[src/rtl/efb_pkg.sv]
package efb_pkg;
  localparam int ADDR_W = 32;
  localparam int SR_W   = 16;
  localparam int IDX_W  = 8;
  localparam int LVL_W  = 3;
  localparam int FMT_W  = 4;

  // status word fields
  localparam int SR_TR_HI = 15;
  localparam int SR_TR_LO = 14;
  localparam int SR_SUP   = 13;
  localparam int SR_MST   = 12;
  localparam int SR_IM_HI = 10;
  localparam int SR_IM_LO = 8;

  // exception indices the classifier decodes
  localparam logic [IDX_W-1:0] IX_ADDR_ERR = 8'd3;
  localparam logic [IDX_W-1:0] IX_ILLEGAL  = 8'd4;
  localparam logic [IDX_W-1:0] IX_DIVZ     = 8'd5;
  localparam logic [IDX_W-1:0] IX_BOUNDS   = 8'd6;
  localparam logic [IDX_W-1:0] IX_CONDTRAP = 8'd7;
  localparam logic [IDX_W-1:0] IX_TRACE    = 8'd9;
  localparam logic [IDX_W-1:0] IX_HW_LO    = 8'd24;
  localparam logic [IDX_W-1:0] IX_HW_HI    = 8'd31;
  localparam logic [IDX_W-1:0] IX_SWT_LO   = 8'd32;
  localparam logic [IDX_W-1:0] IX_SWT_HI   = 8'd47;

  // push steps within one frame
  localparam logic [1:0] STEP_EXTRA = 2'd0;
  localparam logic [1:0] STEP_FMTV  = 2'd1;
  localparam logic [1:0] STEP_RET   = 2'd2;
  localparam logic [1:0] STEP_SR    = 2'd3;

  typedef enum logic [1:0] {ST_IDLE, ST_PUSH, ST_FETCH, ST_FIN} seq_state_t;

  typedef struct packed {
    logic [FMT_W-1:0]  fmt;
    logic              extra_en;
    logic [ADDR_W-1:0] extra;
    logic [ADDR_W-1:0] ret;
    logic [SR_W-1:0]   old_sr;
    logic [SR_W-1:0]   entry_sr;
    logic              two_frame;
  } frame_plan_t;

  function automatic logic [SR_W-1:0] entry_sr_f(input logic [SR_W-1:0] sr,
                                                 input logic hw,
                                                 input logic [LVL_W-1:0] lvl);
    logic [SR_W-1:0] s;
    s = sr;
    s[SR_SUP] = 1'b1;
    s[SR_TR_HI:SR_TR_LO] = '0;
    if (hw) s[SR_IM_HI:SR_IM_LO] = lvl;
    return s;
  endfunction

  function automatic logic [SR_W-1:0] fmt_vec_word(input logic [FMT_W-1:0] fmt,
                                                   input logic [IDX_W-1:0] idx);
    return {fmt, 2'b00, idx, 2'b00};
  endfunction

  function automatic logic [ADDR_W-1:0] vec_addr_f(input logic [ADDR_W-1:0] base,
                                                   input logic [IDX_W-1:0] idx);
    return base + {{(ADDR_W-IDX_W-2){1'b0}}, idx, 2'b00};
  endfunction

  function automatic logic in_range(input logic [IDX_W-1:0] v,
                                    input logic [IDX_W-1:0] lo,
                                    input logic [IDX_W-1:0] hi);
    return (v >= lo) && (v <= hi);
  endfunction
endpackage

[src/rtl/efb_classify.sv]
module efb_classify
  import efb_pkg::*;
(
  input  logic [IDX_W-1:0]  idx,
  input  logic              hw,
  input  logic [LVL_W-1:0]  lvl,
  input  logic [ADDR_W-1:0] pc,
  input  logic [SR_W-1:0]   sr,
  output frame_plan_t       plan
);
  logic addr_err;
  logic fault_grp;
  logic swtrap;
  logic hw_idx;

  always_comb begin
    addr_err  = (idx == IX_ADDR_ERR);
    fault_grp = (idx == IX_ILLEGAL) || (idx == IX_DIVZ) || (idx == IX_BOUNDS) ||
                (idx == IX_CONDTRAP) || (idx == IX_TRACE);
    swtrap    = !hw && in_range(idx, IX_SWT_LO, IX_SWT_HI);
    hw_idx    = in_range(idx, IX_HW_LO, IX_HW_HI);

    plan.old_sr    = sr;
    plan.entry_sr  = entry_sr_f(sr, hw, lvl);
    plan.extra_en  = addr_err || fault_grp;
    plan.extra     = fault_grp ? pc : '0;
    plan.fmt       = (addr_err || fault_grp) ? 4'd2 : 4'd0;
    plan.ret       = swtrap ? pc + 32'd2 : pc;
    plan.two_frame = hw && sr[SR_MST] && hw_idx && !(addr_err || fault_grp);
  end
endmodule

[src/rtl/efb_seq.sv]
module efb_seq
  import efb_pkg::*;
(
  input  logic              clk,
  input  logic              rst_n,
  input  logic              start,
  input  frame_plan_t       plan,
  input  logic [IDX_W-1:0]  idx,
  input  logic [ADDR_W-1:0] cur_sp,
  input  logic [ADDR_W-1:0] int_sp,
  input  logic [ADDR_W-1:0] vbr,
  output logic              mem_req,
  output logic              mem_wr,
  output logic              mem_long,
  output logic [ADDR_W-1:0] mem_addr,
  output logic [ADDR_W-1:0] mem_wdata,
  input  logic              mem_ack,
  input  logic [ADDR_W-1:0] mem_rdata,
  output logic              done,
  output logic              busy,
  output logic              push_fire,
  output logic [SR_W-1:0]   new_sr,
  output logic [ADDR_W-1:0] new_pc,
  output logic [ADDR_W-1:0] new_sp,
  output logic [ADDR_W-1:0] msp_out
);
  seq_state_t        state;
  frame_plan_t       pl;
  logic [IDX_W-1:0]  r_idx;
  logic [ADDR_W-1:0] r_isp;
  logic [ADDR_W-1:0] r_vbr;
  logic [ADDR_W-1:0] sp;
  logic [1:0]        step;
  logic              frame2;

  logic              cur_long;
  logic [ADDR_W-1:0] cur_data;
  logic [ADDR_W-1:0] push_addr;
  logic              last_push;
  logic              switch_now;
  logic [ADDR_W-1:0] even_mask;

  assign even_mask = {{(ADDR_W-1){1'b1}}, 1'b0};

  always_comb begin
    cur_long = (step == STEP_EXTRA) || (step == STEP_RET);
    unique case (step)
      STEP_EXTRA: cur_data = pl.extra;
      STEP_FMTV:  cur_data = {{(ADDR_W-SR_W){1'b0}},
                              fmt_vec_word(frame2 ? 4'd1 : pl.fmt, r_idx)};
      STEP_RET:   cur_data = pl.ret;
      default:    cur_data = {{(ADDR_W-SR_W){1'b0}},
                              frame2 ? pl.entry_sr : pl.old_sr};
    endcase
    push_addr  = sp - (cur_long ? 32'd4 : 32'd2);
    push_fire  = (state == ST_PUSH) && mem_ack;
    last_push  = push_fire && (step == STEP_SR);
    switch_now = last_push && pl.two_frame && !frame2;

    mem_req   = (state == ST_PUSH) || (state == ST_FETCH);
    mem_wr    = (state == ST_PUSH);
    mem_long  = (state == ST_FETCH) || cur_long;
    mem_addr  = (state == ST_FETCH) ? vec_addr_f(r_vbr, r_idx) : push_addr;
    mem_wdata = (state == ST_PUSH) ? cur_data : '0;
    done      = (state == ST_FIN);
    busy      = (state != ST_IDLE);
  end

  always_ff @(posedge clk or negedge rst_n) begin
    if (!rst_n) begin
      state   <= ST_IDLE;
      pl      <= '0;
      r_idx   <= '0;
      r_isp   <= '0;
      r_vbr   <= '0;
      sp      <= '0;
      step    <= STEP_FMTV;
      frame2  <= 1'b0;
      new_sr  <= '0;
      new_pc  <= '0;
      new_sp  <= '0;
      msp_out <= '0;
    end else begin
      unique case (state)
        ST_IDLE: begin
          if (start) begin
            pl     <= plan;
            r_idx  <= idx;
            r_isp  <= int_sp;
            r_vbr  <= vbr;
            sp     <= cur_sp & even_mask;
            step   <= plan.extra_en ? STEP_EXTRA : STEP_FMTV;
            frame2 <= 1'b0;
            state  <= ST_PUSH;
          end
        end
        ST_PUSH: begin
          if (push_fire) begin
            if (switch_now) begin
              msp_out <= push_addr;
              sp      <= r_isp & even_mask;
              frame2  <= 1'b1;
              step    <= STEP_FMTV;
            end else if (last_push) begin
              sp <= push_addr;
              if (!frame2) msp_out <= push_addr;
              state <= ST_FETCH;
            end else begin
              sp   <= push_addr;
              step <= step + 2'd1;
            end
          end
        end
        ST_FETCH: begin
          if (mem_ack) begin
            new_pc <= mem_rdata;
            new_sp <= sp;
            new_sr <= pl.two_frame ? (pl.entry_sr & ~(16'd1 << SR_MST)) : pl.entry_sr;
            state  <= ST_FIN;
          end
        end
        default: state <= ST_IDLE;
      endcase
    end
  end
endmodule

[src/rtl/exc_frame_builder.sv]
module exc_frame_builder
  import efb_pkg::*;
(
  input  logic              clk,
  input  logic              rst_n,
  input  logic              start,
  input  logic [IDX_W-1:0]  exc_idx,
  input  logic              is_hw,
  input  logic [LVL_W-1:0]  pend_lvl,
  input  logic [ADDR_W-1:0] cur_pc,
  input  logic [SR_W-1:0]   cur_sr,
  input  logic [ADDR_W-1:0] cur_sp,
  input  logic [ADDR_W-1:0] int_sp,
  input  logic [ADDR_W-1:0] vbr,
  output logic              mem_req,
  output logic              mem_wr,
  output logic              mem_long,
  output logic [ADDR_W-1:0] mem_addr,
  output logic [ADDR_W-1:0] mem_wdata,
  input  logic              mem_ack,
  input  logic [ADDR_W-1:0] mem_rdata,
  output logic              done,
  output logic [SR_W-1:0]   new_sr,
  output logic [ADDR_W-1:0] new_pc,
  output logic [ADDR_W-1:0] new_sp,
  output logic [ADDR_W-1:0] msp_out
);
  frame_plan_t plan;
  logic        seq_busy;
  logic        push_fire;

  efb_classify i_classify (
    .idx  (exc_idx),
    .hw   (is_hw),
    .lvl  (pend_lvl),
    .pc   (cur_pc),
    .sr   (cur_sr),
    .plan (plan)
  );

  efb_seq i_seq (
    .clk       (clk),
    .rst_n     (rst_n),
    .start     (start),
    .plan      (plan),
    .idx       (exc_idx),
    .cur_sp    (cur_sp),
    .int_sp    (int_sp),
    .vbr       (vbr),
    .mem_req   (mem_req),
    .mem_wr    (mem_wr),
    .mem_long  (mem_long),
    .mem_addr  (mem_addr),
    .mem_wdata (mem_wdata),
    .mem_ack   (mem_ack),
    .mem_rdata (mem_rdata),
    .done      (done),
    .busy      (seq_busy),
    .push_fire (push_fire),
    .new_sr    (new_sr),
    .new_pc    (new_pc),
    .new_sp    (new_sp),
    .msp_out   (msp_out)
  );
endmodule

[config.mk]
export PLATFORM = sky130hd
export DESIGN_NAME = exc_frame_builder
export DESIGN_NICKNAME = d
export VERILOG_FILES = /design/src/rtl/efb_pkg.sv /design/src/rtl/efb_classify.sv /design/src/rtl/efb_seq.sv /design/src/rtl/exc_frame_builder.sv
export SDC_FILE = /design/constraint.sdc
export NUM_CORES = 1
export LEC_CHECK = 0
export BUFFER_PORTS_ARGS = -buffer_cell sky130_fd_sc_hd__buf_2
export CAP_MARGIN = 20
export CORE_UTILIZATION = 25
export DETAILED_ROUTE_END_ITERATION = 7
export GPL_TIMING_DRIVEN = 0
export PLACE_DENSITY = 0.53
export SLEW_MARGIN = 5
export SYNTH_ARGS = -nofsm -noshare
export SYNTH_HDL_FRONTEND = slang
export SYNTH_SLANG_ARGS = --single-unit
[constraint.sdc]
create_clock -name clk -period 8.3 [get_ports clk]
set_input_delay 0.83 -clock clk [delete_from_list [all_inputs] [get_ports clk]]
set_output_delay 0.83 -clock clk [all_outputs]
set_load 0.03 [all_outputs]
==> impl_metrics.toml <==
[route]
dr_wl_met2_mm = 30.09
drt-met1-wl_mm = 26.82
highest_layer = "met5"
routed_wl_mm = 64.20
viasPerCell = 4.997
drt_iter0_drc = 1084
ant_nets = 0
route.met3.wl_mm = 5.405
routedWlPerCell_um = 22.05
route.detailed.drc = 0
vias = 14550
firstDrtPassIters = 6

[floorplanning]
ios = 372
core-area_um2 = 60580
initial_utilization = 0.2541
num_rows = 90
die_w_um = 250.1
dieArea_um2 = 62570
die_y_um = 250.1

[placement]
place_congestion = 0.9011
numPortBuffers = 365
hpwl_mm = 50.38
dp.cells = 2841

[timing]
max_freq_ghz = 0.1394
rsz0062_at_grt = "no"
relSlewSlack = 0.3040
fin_skew_ns = 0.04776
setup_viol = 0
worstMarginPinSlew_ns = 1.044
post-route-period-util = 0.8641
finalCriticalPeriod_ns = 7.172
holdWs_ns = 0.2636
hold_violations = 0
finalSetupTns_ns = 0
drv_slew = 0

[power]
p_int_mw = 4.318
p_switching_mw = 4.127
powerDensity_nw_per_um2 = 432.8
vdd_drop_max_uv = 119.4
leakage_nw = 8.985
p_sw_frac = 0.4887
total_power_mw = 8.445
comb_power_share = 0.500
p_seq_frac = 0.305
pwr-share-clk = 0.195

[clocking]
root_buffer = "clkbuf_16"
postCtsHoldBufs = 0
cts_resized = 0
clkSinkCount = 301
clock_tree.htree_level_count = 2
numCtsBuffers = 38
cts_buffer_depth = 3
cts_tree = "built"
clkLatencyLatePin_ns = 0.57
postCtsSetupBuffers = 0
clk_pin_slew_ns = 0.06

[global_routing]
grtUsageTotal = 0.2024
grt_max_degree = 110
antenna_found_initial = 8
first_global_vias = 14350
overflow = 0
grt_pass1_wl_mm = 94.12

[run]
maxCapViolations = 0

[logic_synthesis]
synth_common_cells = "nand2_1 (463), dfrtp_1 (300), o21ai_0 (107)"
synth_area_um2 = 15390
ys_async_sr_fraction = 1.000
ys_warn_count = 0
netlist_top_cells_area = "dfrtp_1 (49%), nand2_1 (11%), mux2_2 (5.3%)"
synth_top_area_cell = "dfrtp_1"
synth.most_common_cell = "nand2_1"
syn-mean-instance-area_um2 = 9.113
ys_types = 72
synth_flop_cell = "dfrtp_1"
ys_ff_latch = 301
synth_edf_count = 0
synth_top_area_share = 0.4877
ys_seq_area_frac = 0.4894
synthCells = 1689

[min_path]
hp-class = "in2async"

[setup_path]
end_kind = "output port"
crit_arrival_ns = 6.34
start_kind = "register"
crit_type = "reg2out"
required_ns = 7.47
critical_path.max_fanout = 10

[finish]
syn_to_final_growth_pct = 26.78
final_cells = 2911
drive_gt1_frac = 0.2469
num-nets-final = 2313

[run_status]
status = "completed"
metal layers:
layer | track usage | vias up
li1 | - | 6736
met2 | 0.3324 | 632
met1 | 0.2614 | 7073
met5 | 0 | -
met4 | 0.06696 | 4
met3 | 0.04656 | 102
registers in the layout, indices dropped and copies added, names as in the netlist:
signal / cells
i_seq.sp: 31
i_seq.state: 2
i_seq.r_isp: 31
i_seq.frame2: 1
i_seq.new_sp: 31
i_seq.msp_out: 31
i_seq.pl: 86
i_seq.r_idx: 8
i_seq.new_sr: 14
i_seq.new_pc: 32
i_seq.step: 2
i_seq.r_vbr: 32
cell families after synthesis:
logic type | after synthesis | share of synthesized area
AOI/OAI and AO/OA | 329 | 0.1399
buffers and inverters | 147 | 0.03772
muxes | 94 | 0.06706
and+or+nand+nor | 744 | 0.2178
adders and majority gates | 22 | 0.01886
other | 1 | 0.0002436
DFF | 301 | 0.4894
xor gates and xnor gates | 51 | 0.02902
cell type report:
class | instances | area, um2
repair buffers | 367 | 1892
diodes | 3 | 7.507
multi-input cells | 1244 | 7289
flip-flops and latches | 301 | 7533
clock buffers | 51 | 1060
clock inverters | 16 | 172.7
well taps | 782 | 978.4
plain buffers | 119 | 475.5
inverters | 28 | 105.1
fillers | 6410 | 41070
cells in the final DEF, fill, tap and decap left out, types with 7 or more instances in the layout:
cell type / count
a221oi_1: 25
a2bb2oi_1: 8
clkinv_2: 8
nand3_1: 42
nand4_1: 15
nor4_1: 21
o311ai_0: 9
a211oi_1: 7
a31oi_1: 14
a222oi_1: 9
nor2_1: 88
o211ai_1: 9
o21ai_1: 8
and3_1: 13
dfrtp_1: 300
clkbuf_16: 38
a22oi_1: 24
a21oi_1: 54
o21ai_0: 107
nor3_1: 26
inv_1: 28
o21bai_1: 9
buf_2: 367
clkbuf_1: 107
or4_1: 13
xnor2_1: 31
nand2_1: 463
or3_1: 11
mux2_2: 73
buf_1: 9
mux2i_1: 21
xor2_1: 20
ha_1: 20
power groups by stage:
stage,Combinational (mW),Sequential (mW),Clock [mW]
floorplan,2.21,2.94,0
global placement,4.17,2.58,0
detailed placement,4.23,2.60,0
CTS,4.25,2.58,1.69
global route,4.56,2.66,1.75
finish,4.22,2.58,1.65
worst max-delay path: stages, from the launching register on:
cell	delay, ns
dfstp_2	0.67
inv_1	0.10
ha_1	0.32
clkbuf_1	0.32
clkbuf_1	0.37
nor2_1	0.63
ha_1	0.29
inv_1	0.06
fa_1	0.48
nor4_1	0.67
nand4_2	0.48
nor4_4	0.39
mux2_2	0.41
a31oi_1	0.32
buf_2	0.27
through the flow:
stage,util,cell area (um2),worst slack (ns)
2_1_floorplan,-,15400,3.414
3_3_place_gp,0.3006,18210,0.4026
3_5_place_dp,0.3016,18270,1.738
4_1_cts,0.3220,19510,1.128
5_1_grt,0.3220,19510,0.7838
6_report,0.3221,19510,1.128
final timing paths:
path / startpoint / to / slack (ns) / cells after the start
max in group asynchronous: rst_n / i_seq.new_sp[6] / 6.48 / 3
min in group clk: int_sp[30] / i_seq.r_isp[30] / 0.45 / 3
min: rst_n / i_seq.pl[92] / 0.26 / 1
max reg2reg: i_seq.step[0] / i_seq.msp_out[25] / 2.92 / 14
max: i_seq.step[0] / mem_addr[27] / 1.13 / 14
min reg2reg: i_seq.r_isp[9] / i_seq.r_isp[9] / 0.47 / 2
No activity file was read; power rests on OpenSTA's default activity.
